File: config.mk
export PLATFORM = sky130hd
export DESIGN_NAME = ext_fetch_if
export DESIGN_NICKNAME = d
export VERILOG_FILES = /design/src/rtl/ext_fetch_pkg.sv /design/src/rtl/efi_sequencer.sv /design/src/rtl/efi_route.sv /design/src/rtl/efi_fetch_ctl.sv /design/src/rtl/ext_fetch_if.sv
export SDC_FILE = /design/constraint.sdc
export NUM_CORES = 1
export LEC_CHECK = 0
export BUFFER_PORTS_ARGS = -buffer_cell sky130_fd_sc_hd__buf_4
export CAP_MARGIN = 5
export CORE_UTILIZATION = 44
export DETAILED_ROUTE_END_ITERATION = 6
export GPL_TIMING_DRIVEN = 0
export PLACE_DENSITY_LB_ADDON = 0.15
export RECOVER_POWER = 25
export SYNTH_ARGS = -nofsm -noshare
export SYNTH_HDL_FRONTEND = slang
export SYNTH_SLANG_ARGS = --single-unit
File: constraint.sdc
create_clock -name clk -period 1.75 [get_ports clk]
set_clock_uncertainty 0.2 [all_clocks]
set_input_delay 0.175 -clock clk [delete_from_list [all_inputs] [get_ports clk]]
set_output_delay 0.175 -clock clk [all_outputs]
set_load 0.005 [all_outputs]
File: src/rtl/ext_fetch_pkg.sv
// Package: shared phase encoding for the external fetch controller.
// Assumes a fixed five-clock machine cycle.
package ext_fetch_pkg;
    typedef enum logic [2:0] {
        PH_LATCH = 3'd0,   // phase 1: latch strobe high
        PH_ADDR  = 3'd1,   // phase 2: address held after strobe falls
        PH_RD1   = 3'd2,   // phase 3: store enable low
        PH_RD2   = 3'd3,   // phase 4: store enable low, byte sampled at end
        PH_DONE  = 3'd4    // phase 5: result presented, pins restored
    } efi_phase_e;
endpackage

File: src/rtl/efi_sequencer.sv
// efi_sequencer: free-running five-phase machine-cycle counter.
// Produces the latch strobe and the cycle-start qualifier.
// Assumes a synchronous active-low reset; reset parks the counter in the
// last phase, so the strobe is low during reset and fires on the first
// clock after release.
module efi_sequencer
    import ext_fetch_pkg::*;
(
    input  logic       clk,
    input  logic       rst_n,
    output efi_phase_e phase,
    output logic       cyc_start,
    output logic       ale
);
    // Advance the phase each clock and wrap after the last one.
    always_ff @(posedge clk) begin
        if (!rst_n) begin
            phase <= PH_DONE;
        end else begin
            case (phase)
                PH_LATCH: phase <= PH_ADDR;
                PH_ADDR:  phase <= PH_RD1;
                PH_RD1:   phase <= PH_RD2;
                PH_RD2:   phase <= PH_DONE;
                default:  phase <= PH_LATCH;
            endcase
        end
    end

    // Decode the strobe and the edge where the next cycle begins.
    always_comb begin
        ale       = (phase == PH_LATCH);
        cyc_start = (phase == PH_DONE);
    end


    ale_pulse_chk: assert property (@(posedge clk) disable iff (!rst_n)
        ale |=> !ale);
endmodule

File: src/rtl/efi_route.sv
// efi_route: decides whether a fetch address must go off-chip.
// Builds a table of ROM limits from the address width, then compares.
// Assumes the size code selects 0, 1/4, 1/2 or all of the address space.
module efi_route #(
    parameter int PC_W = 12
) (
    input  logic [PC_W-1:0] pc,
    input  logic            ea,
    input  logic [1:0]      rom_size,
    output logic            go_ext
);
    localparam int LIM_W = PC_W + 1;
    localparam logic [LIM_W-1:0] QUARTER = LIM_W'(1) << (PC_W - 2);

    logic [LIM_W-1:0] limit_tab [4];

    // Fill the limit table: size 0 means no internal ROM at all.
    for (genvar g = 0; g < 4; g++) begin : g_lim
        if (g == 0) begin : g_zero
            assign limit_tab[g] = '0;
        end else begin : g_size
            assign limit_tab[g] = QUARTER << (g - 1);
        end
    end

    // Go off-chip when the strap is set or the address lies past the ROM.
    always_comb begin
        go_ext = ea || ({1'b0, pc} >= limit_tab[rom_size]);
    end
endmodule

File: src/rtl/efi_fetch_ctl.sv
// efi_fetch_ctl: holds one fetch per machine cycle and returns its byte.
// Captures the request at cycle start and samples the byte at the end of
// phase 4 from the bus or from the internal ROM port.
// Assumes the request inputs are stable at the cycle-start edge.
module efi_fetch_ctl
    import ext_fetch_pkg::*;
#(
    parameter int PC_W   = 12,
    parameter int DATA_W = 8
) (
    input  logic              clk,
    input  logic              rst_n,
    input  efi_phase_e        phase,
    input  logic              cyc_start,
    input  logic              fetch_req,
    input  logic [PC_W-1:0]   pc,
    input  logic              go_ext,
    input  logic [DATA_W-1:0] bus_in,
    input  logic [DATA_W-1:0] rom_data,
    output logic              cyc_ext,
    output logic [PC_W-1:0]   cyc_addr,
    output logic [DATA_W-1:0] instr,
    output logic              instr_valid
);
    logic cyc_valid;

    // Latch the request and its routing at the start of each cycle.
    always_ff @(posedge clk) begin
        if (!rst_n) begin
            cyc_valid <= 1'b0;
            cyc_ext   <= 1'b0;
            cyc_addr  <= '0;
        end else if (cyc_start) begin
            cyc_valid <= fetch_req;
            cyc_ext   <= fetch_req && go_ext;
            cyc_addr  <= pc;
        end
    end

    // Sample the byte at the end of phase 4 and pulse the valid flag.
    always_ff @(posedge clk) begin
        if (!rst_n) begin
            instr       <= '0;
            instr_valid <= 1'b0;
        end else if (phase == PH_RD2 && cyc_valid) begin
            instr       <= cyc_ext ? bus_in : rom_data;
            instr_valid <= 1'b1;
        end else begin
            instr_valid <= 1'b0;
        end
    end


    valid_pulse_chk: assert property (@(posedge clk) disable iff (!rst_n)
        instr_valid |=> !instr_valid);
endmodule

File: src/rtl/ext_fetch_if.sv
// ext_fetch_if: external program fetch bus controller (top).
// Multiplexes the low address byte onto the shared bus, puts the high
// nibble on the port pins, strobes latch and store enables, and keeps the
// port value in a holding register that returns after each fetch.
// Assumes an external bus driver controlled by bus_oe.
module ext_fetch_if
    import ext_fetch_pkg::*;
#(
    parameter int PC_W   = 12,
    parameter int DATA_W = 8
) (
    input  logic                  clk,
    input  logic                  rst_n,
    input  logic                  fetch_req,
    input  logic [PC_W-1:0]       pc,
    input  logic                  ea,
    input  logic [1:0]            rom_size,
    output logic [PC_W-1:0]       rom_addr,
    input  logic [DATA_W-1:0]     rom_data,
    input  logic [DATA_W-1:0]     bus_in,
    output logic [DATA_W-1:0]     bus_out,
    output logic                  bus_oe,
    output logic                  ale,
    output logic                  psen_n,
    input  logic                  p2_wr,
    input  logic [PC_W-DATA_W-1:0] p2_wdata,
    output logic [PC_W-DATA_W-1:0] p2_lo,
    output logic [DATA_W-1:0]     instr,
    output logic                  instr_valid
);
    localparam int HI_W = PC_W - DATA_W;

    efi_phase_e      phase;
    logic            cyc_start;
    logic            go_ext;
    logic            cyc_ext;
    logic [PC_W-1:0] cyc_addr;
    logic [HI_W-1:0] p2_hold;
    logic            addr_ph;
    logic            strobe_ph;

    efi_sequencer u_seq (
        .clk       (clk),
        .rst_n     (rst_n),
        .phase     (phase),
        .cyc_start (cyc_start),
        .ale       (ale)
    );

    efi_route #(.PC_W(PC_W)) u_route (
        .pc       (pc),
        .ea       (ea),
        .rom_size (rom_size),
        .go_ext   (go_ext)
    );

    efi_fetch_ctl #(.PC_W(PC_W), .DATA_W(DATA_W)) u_ctl (
        .clk         (clk),
        .rst_n       (rst_n),
        .phase       (phase),
        .cyc_start   (cyc_start),
        .fetch_req   (fetch_req),
        .pc          (pc),
        .go_ext      (go_ext),
        .bus_in      (bus_in),
        .rom_data    (rom_data),
        .cyc_ext     (cyc_ext),
        .cyc_addr    (cyc_addr),
        .instr       (instr),
        .instr_valid (instr_valid)
    );

    // Holding register for the port nibble; reset high like an idle port.
    always_ff @(posedge clk) begin
        if (!rst_n) begin
            p2_hold <= '1;
        end else if (p2_wr) begin
            p2_hold <= p2_wdata;
        end
    end

    // Drive bus, store enable and port pins from the phase and cycle type.
    always_comb begin
        addr_ph   = cyc_ext && (phase == PH_LATCH || phase == PH_ADDR);
        strobe_ph = cyc_ext && (phase == PH_RD1 || phase == PH_RD2);
        bus_oe    = addr_ph;
        bus_out   = cyc_addr[DATA_W-1:0];
        psen_n    = !strobe_ph;
        p2_lo     = (addr_ph || strobe_ph) ? cyc_addr[PC_W-1:DATA_W] : p2_hold;
        rom_addr  = cyc_addr;
    end


    psen_busfree_chk: assert property (@(posedge clk) disable iff (!rst_n)
        !psen_n |-> !bus_oe);

    psen_ale_chk: assert property (@(posedge clk) disable iff (!rst_n)
        !psen_n |-> !ale);

    addr_hold_chk: assert property (@(posedge clk) disable iff (!rst_n)
        (ale && bus_oe) |=> (bus_oe && $stable(bus_out) && $stable(p2_lo)));

    ext_sample_chk: assert property (@(posedge clk) disable iff (!rst_n)
        $rose(psen_n) |-> instr_valid);
endmodule

# Word-level counts from Yosys, hierarchy flattened
# Cells that the tools add are included.
# classes
bitwise_logic,1
muxes,7
shifts,0
n_lt_le_gt_ge,2
n_div,0
n_addsub,0
eq_ne,4
multipliers,0
n_reduce_logical,10
# op_table
op,n
13-bit binary-select mux with 2-bit select,1
13-bit two-way mux,2
12-bit by 13-bit >= comparator with 1-bit output,1
3-bit one-hot mux with 4 select lines,1
8-bit two-way mux,1
"3-bit by 2-bit == test with 1-bit output, second input constant",2
1-bit logical AND,4
1-bit logical OR,4
4-bit two-way mux,1
"3-bit by 1-bit == test with 1-bit output, second input constant",1
"3-bit == test, second input constant",1
"3-bit >= comparator, second input constant",1
3-bit zero test,1
2-bit NOT with 3-bit output,1
1-bit zero test,1
1-bit two-way mux,1
# word_totals
mem_bits_rw,0
input_bits,39
latchBits,0
ff_bits,30
out_inout_bits,36
rom_bits,0
wordCells,31
n_memories,0

# Longest topological paths before layout
# Gate-level depths: netlist of run 1.
# logic_depth
word_depth,7
ltp_mapped,6
mapped_depth_nobuf,5

# Modules after synthesis
# From an unflattened synthesis of run 1, not the netlist that was laid out.
# hier_totals
cells_unflattened,138
area_unflattened_um2,1470.2
# modules_own_cells
mod,seq_area_each_um2,cells_each,area_each_um2,n_inst
efi_fetch_ctl,460.4,85,958.4,1
ext_fetch_if,80.1,29,295.3,1
efi_route,0.0,13,112.6,1
efi_sequencer,60.1,11,103.8,1

# Worst setup path after synthesis of run 1
# No wires, ideal clock.
# synth_timing
path_kind,flip-flop to flip-flop
from,register u_seq.phase[1]
to,register u_ctl.cyc_addr[0]
arrival_ns,1.131
required_ns,1.418
slack_ns,0.287
path_buffers,3
setup_ns,0.132
path_stages_with_launch,7
period_less_slack_ns,1.463
cell_sequence,dfxtp_1 > buf_2 > or3b_1 > buf_2 > buf_6 > nand2_1 > a21oi_1
# synth_via
elab_chain_len,1
# synth_rtl
element,line,rtl
start: declaration,efi_sequencer.sv:11,"output efi_phase_e phase,"
start signal: assignment,efi_sequencer.sv:18,phase <= PH_DONE;
start signal: assignment,efi_sequencer.sv:21,PH_LATCH: phase <= PH_ADDR;
start signal: assignment,efi_sequencer.sv:22,PH_ADDR: phase <= PH_RD1;
3-bit == test,efi_sequencer.sv:33,cyc_start = (phase == PH_DONE);
end signal: assignment,efi_fetch_ctl.sv:36,cyc_addr <= pc;
end: declaration,efi_fetch_ctl.sv:21,"output logic [PC_W-1:0] cyc_addr,"
# Every way passes these cells.
# A chain may end at the register's enable or synchronous reset.

# Final worst setup path of run 1
# layout_timing
from,register u_seq.phase[2]
to,output port p2_lo[0]
# layout_via
elab_chain_len,5
elab_cells_between_ends,10
cone_classes,eq/ne (3); mux (1); reduce/logical (6)
# layout_rtl
element,line,rtl
"3-bit by 1-bit == test with 1-bit output, or another cell as far along",ext_fetch_if.sv:84,addr_ph = cyc_ext && (phase == PH_LATCH || phase == PH_ADDR);
"1-bit logical OR, on equally long branches","ext_fetch_if.sv:84, ext_fetch_if.sv:85",
"1-bit logical AND, on equally long branches","ext_fetch_if.sv:84, ext_fetch_if.sv:85",
1-bit logical OR *,ext_fetch_if.sv:89,p2_lo = (addr_ph || strobe_ph) ? cyc_addr[PC_W-1:DATA_W] : p2_hold;
4-bit two-way mux *,ext_fetch_if.sv:89,
end: declaration,ext_fetch_if.sv:27,"output logic [PC_W-DATA_W-1:0] p2_lo,"
# Mark *: on every way between the ends. The rest lies on a longest branch, timed or not.

==> results of run 1 <==
[metal layers]
| layer | track usage | part of all wire |
|---|---|---|
| met5 | 0 | 0 |
| met2 | 0.465 | 0.54 |
| met1 | 0.279 | 0.38 |
| met3 | 0.0603 | 0.056 |
| met4 | 0.129 | 0.021 |
[where the power goes]
group | switching [uW] | total, uW | internal [uW]
logic | 130 | 345 | 214
registers | 25.2 | 736 | 711
clock network | 240 | 434 | 194
[logic make-up (layout without fill, tap and decap cells)]
family | count (synthesis) | in the layout | share of synthesized area
AO/OA/AOI/OAI | 24 | 24 | 0.113
XOR/XNOR | 1 | 1 | 0.00640
adder cells (fa/ha/maj) | 2 | 2 | 0.0183
buffers and inverters | 20 | 127 | 0.0941
flip-flops | 30 | 30 | 0.439
multiplexers | 17 | 17 | 0.128
AND/OR/NAND/NOR | 59 | 59 | 0.201
[state kept, by name (all words and copies together), names as in the netlist]
name	flops
p2_hold	4
u_ctl.cyc_addr	12
u_ctl.cyc_ext	1
u_ctl.cyc_valid	1
u_ctl.instr	8
u_ctl.instr_valid	1
u_seq.phase	3
[layout by cell type (no fill, tap or decap), types with 2 or more instances in the layout]
| cell type | count |
|---|---|
| mux2_2 | 4 |
| a21oi_1 | 13 |
| dlygate4sd3_1 | 25 |
| buf_6 | 2 |
| clkbuf_4 | 5 |
| nor2b_1 | 2 |
| clkbuf_1 | 4 |
| dfxtp_1 | 29 |
| buf_2 | 4 |
| buf_4 | 83 |
| nor2_1 | 12 |
| nand2_1 | 32 |
| mux2i_1 | 13 |
| ha_1 | 2 |
| o21ai_0 | 2 |
| nor4_1 | 2 |
| a211oi_1 | 7 |
| nand2b_1 | 2 |
| inv_1 | 2 |
[critical path, delay by kind of cell (launching register included)]
family / cells / cell delay (ns)
muxes: 1 / 0.34
buffers and inverters: 1 / 0.14
and+or+nand+nor: 1 / 0.15
DFF: 1 / 0.38
[final timing paths]
| check | start | to | cells past startpoint |
|---|---|---|---|
| worst max-delay path | u_seq.phase[2] | p2_lo[0] | 3 |
| worst min-delay path | bus_in[2] | u_ctl.instr[2] | 3 |
| worst max register to register | u_seq.phase[1] | u_ctl.cyc_addr[5] | 6 |
| worst min register to register | u_ctl.cyc_valid | u_ctl.cyc_valid | 2 |
[final cells by class]
class | count | area, um2
clock buffers | 7 | 55.1
plain buffers | 18 | 121
clock inverters | 1 | 5.00
flip-flops and latches | 30 | 604
repair buffers | 99 | 806
fillers | 203 | 547
inverters | 2 | 7.51
well taps | 31 | 38.8
multi-input cells | 103 | 668
[what timing repair did]
item                                    CTS  global route
pin swaps                                 0             0
hold buffers                             24             1
endpoints found under the setup margin    4             8
resized for setup                         3             4
buffers inserted                          0             1
hold endpoints to repair                 25             1
[stage by stage]
step	util	total power, uW
finish	0.808	1510
global route	0.808	1580
CTS	0.794	1500
detailed placement	0.686	1030
global placement	0.686	1020
floorplan	-	875
==> metrics.txt, run 1 <==
num ports=75; fmax=581 MHz; RSZ-0062 raised after global routing=yes; post-synth top area share=0.439; Post-Place Cells=257; drt total wl=4190 um; DRC viols=0; most frequent cell after synthesis=nand2_1; outcome=finished, violations left; area of the core=0.00285 mm2; Die Y=57.8 um; fraction of registers with async set/reset=0; failing checks=hold timing; number of synthesized flops with an enable pin=0; # diodes=0; num rows=19; CP Class=register to output port; Iteration-0 DRC Markers=52; Num CTS Buffers=5; wire length of the first global-routing pass=6380 um; antenna violations before repair=0; setup slack, reg-to-reg=0.15 ns; Rel. slew slack=0.656; Worst Setup End Kind=output port; Die Footprint=0.00334 mm2; Unique masters post-synth=28; crit path DAT=1.35 ns; Worst-Margin Slew=0.516 ns; top post-synthesis cells by area=dfxtp_1 (44%), mux2i_1 (9.5%), nand2_1 (8.8%), buf_4 (4.9%), a21oi_1 (4.8%); largest net degree at the start of global routing=11; most frequent cells after synthesis=nand2_1 (32), dfxtp_1 (30), a21oi_1 (13), mux2i_1 (13), nor2_1 (12); Synth Warn #=0; post-synth top area cell=dfxtp_1; GRT Total Usage=0.256; cell area after layout=0.00231 mm2; Leak Pwr=0.00106 uW; antenna viol nets, final=0; maxcap violations=0; CP required=1.37 ns; first-pass detailed-route iteration total=7; VDD IR-drop max=0.523 mV; Sink Count=30; final period utilization=0.983; post-DP HPWL=2630 um; final layout net count=300; Clock Tree Root=clkbuf_4; layout cell share with drive strength beyond 1=0.408; post-synthesis cell area=0.00137 mm2; H-Tree Depth=2; Final Setup Violations=0; maximum clock insertion buffer count=2; setup_tns=0 ns; TritonCTS clock tree=done; Area growth syn-to-layout=68.5%; Fin Hold WS=-0.00356 ns; Via Count=1460; Area after DPL=0.00196 mm2; sequential fraction of the synthesis area=0.439; Mapped Cells=153; grt total ovfl=0; final worst setup slack=0.0296 ns; number of port buffers=73; max-slew violation count=0; minimum clock period=1.72 ns; Clock Latency Late Sink=0.34 ns; Avg Cell Area, Syn=8.95 um2; routed vias/inst=5.02; CTS clk-pin slew, worst paths=0.09 ns; Initial Utilization=0.480; critical path's largest stage delay=0.38 ns; DP Worst Slack=0.0525 ns; vias in the first global route=1404; critical-path cell list=nand2b_4 -> mux2_2 -> buf_4; Synthesized Nets=194; Top FF cell, synth=dfxtp_1; Hold Vio Cnt, Final=1; slowest CP cell=dfxtp_4; critical-path maximum fanout=5; post-DR wirelength/cell=14.4 um; Hold WC Path Type=input pin to register; FF+latch count, synth=30; Final Non-Filler Cells=291; gpl congestion=0.758; Power per Cell Area=657 mW/mm2; Die W=57.8 um; crit start category=register
Note: power is estimated with default switching activity, not from simulation.
==> run 2: changes to the inputs <==
Settings changed: PLACE_DENSITY_LB_ADDON 0.15 to 0.1.
==> metrics.txt, run 2 (synthesis gave the netlist of run 1 again) <==
outcome=finished, violations left; failing checks=DRC; Top Registers=u_ctl.cyc_addr (12), u_ctl.instr (8), p2_hold (4); VDD IR-drop max=0.623 mV; Worst-Margin Slew=0.489 ns; crit path DAT=1.76 ns; CP Class=input pin to register; first-pass detailed-route iteration total=6; post-DR wirelength/cell=13.0 um; final layout net count=305; wire length of the first global-routing pass=6020 um; area of the core=0.00285 mm2; Clock Latency Late Sink=0.33 ns; Leak Pwr=0.00107 uW; antenna viol nets, final=0; largest net degree at the start of global routing=11; Iteration-0 DRC Markers=52; Worst Min Path Start=bus_in[2]; Clock Tree Root=clkbuf_4; vias in the first global route=1443; number of fill cells=188; layout cell share with drive strength beyond 1=0.400; GRT Total Usage=0.240; Sink Count=30; grt total ovfl=0; number of port buffers=73; Hold WC Path Type=input pin to register; RSZ-0062 raised after global routing=yes; hold worst-path end=u_ctl.instr[2]; Die Y=57.8 um; fmax=584 MHz; minimum clock period=1.71 ns; Die W=57.8 um; Area growth syn-to-layout=70.6%; CTS clk-pin slew, worst paths=0.09 ns; R2R Path End=u_ctl.cyc_addr[6]; Hold Path Cell Cnt=3; crit start category=input pin; Rel. slew slack=0.674; Worst Setup End Kind=register; Final Non-Filler Cells=296; RR Startpoint=u_seq.phase[2]; R2R cell count=5; maximum clock insertion buffer count=2; Via Count=1487; most common cell after layout, fill and taps aside=buf_4; max-slew violation count=0; Die Footprint=0.00334 mm2; routed vias/inst=5.02; Fin Hold WS=0.00874 ns; # diodes=0; max reg flops=12; H-Tree Depth=2; maxcap violations=0; gpl congestion=0.811; CP required=1.80 ns; setup slack, reg-to-reg=0.18 ns; critical-path maximum fanout=2; num ports=75; Power per Cell Area=645 mW/mm2; post-DP HPWL=2700 um; Initial Utilization=0.480; most frequent cells in the layout=buf_4 (82), nand2_1 (32), dlygate4sd3_1 (29), dfxtp_1 (29); final period utilization=0.978; Num CTS Buffers=5; drt total wl=3850 um; antenna violations before repair=0; TritonCTS clock tree=done; Hold Vio Cnt, Final=0; Final Setup Violations=0; DRC viols=5; Post-Place Cells=257; Top reg by flops=u_ctl.cyc_addr; num rows=19
-- run 2: cell types whose count changed in the layout (fill, tap and decap cells not counted) --
cell / before / now
buf_2: 4 / 3
buf_4: 83 / 82
clkbuf_4: 5 / 8
dlygate4sd3_1: 25 / 29
nor3b_2: 0 / 1
nor3b_4: 1 / 0
nor4bb_1: 0 / 1
nor4bb_4: 1 / 0
-- run 2: cell type report --
class	count	area, um2	share of cell area
timing repair buffer	104	853	0.365
tap	31	38.8	0.0166
inverter	2	7.51	0.00322
clock buffer	7	55.1	0.0236
sequential	30	604	0.259
multi-input combinational	103	647	0.277
clock inverter	1	5.00	0.00214
buffer	18	124	0.0531
-- run 2: power by group --
part / leakage [uW] / switching (uW) / internal, uW / total [uW]
sequential: 0.000246 / 22.1 / 711 / 733
clock: 0.0000353 / 236 / 194 / 430
combinational: 0.000787 / 127 / 215 / 343
total: 0.00107 / 385 / 1120 / 1510
-- run 2: worst max path at each step --
| stage | startpoint | endpoint | slack, ns |
|---|---|---|---|
| final | pc[11] | u_ctl.cyc_ext | 0.04 |
| after global routing | u_seq.phase[2] | p2_lo[2] | -0.003 |
| after CTS | u_seq.phase[2] | p2_lo[0] | 0.01 |
| after detailed placement | rom_size[0] | u_ctl.cyc_ext | 0.11 |
| after global placement | rom_size[0] | u_ctl.cyc_ext | 0.11 |
| after floorplan | u_seq.phase[1] | u_ctl.cyc_addr[0] | 0.29 |
-- run 2: metrics by stage --
stage / TNS (ns) / total power [uW] / instance area, um2 / setup WS (ns) / util
2_1_floorplan: 0 / 875 / 1370 / 0.287 / -
3_3_place_gp: 0 / 1020 / 1960 / 0.113 / 0.686
3_5_place_dp: 0 / 1030 / 1960 / 0.115 / 0.686
4_1_cts: 0 / 1500 / 2310 / 0.00957 / 0.809
5_1_grt: -0.00543 / 1590 / 2330 / -0.00274 / 0.818
6_report: 0 / 1510 / 2330 / 0.0382 / 0.818
-- run 2: per-layer routing --
metal | share of wire | track usage
met5 | 0 | 0
met4 | 0.016 | 0.0918
met3 | 0.073 | 0.0759
met2 | 0.52 | 0.449
met1 | 0.39 | 0.250
-- run 2: critical path, stage by stage --
cell and delay, ns:
dlygate4sd3_1 0.54, buf_4 0.14, ha_1 0.28, nor4bb_1 0.26, nand4_1 0.15, a311oi_2 0.21
-- run 2: what timing repair did --
action,in CTS,in global routing
hold endpoints to repair,27,1
hold buffers,28,1
resized for setup,4,1
endpoints found under the setup margin,4,5
buffers inserted,0,2
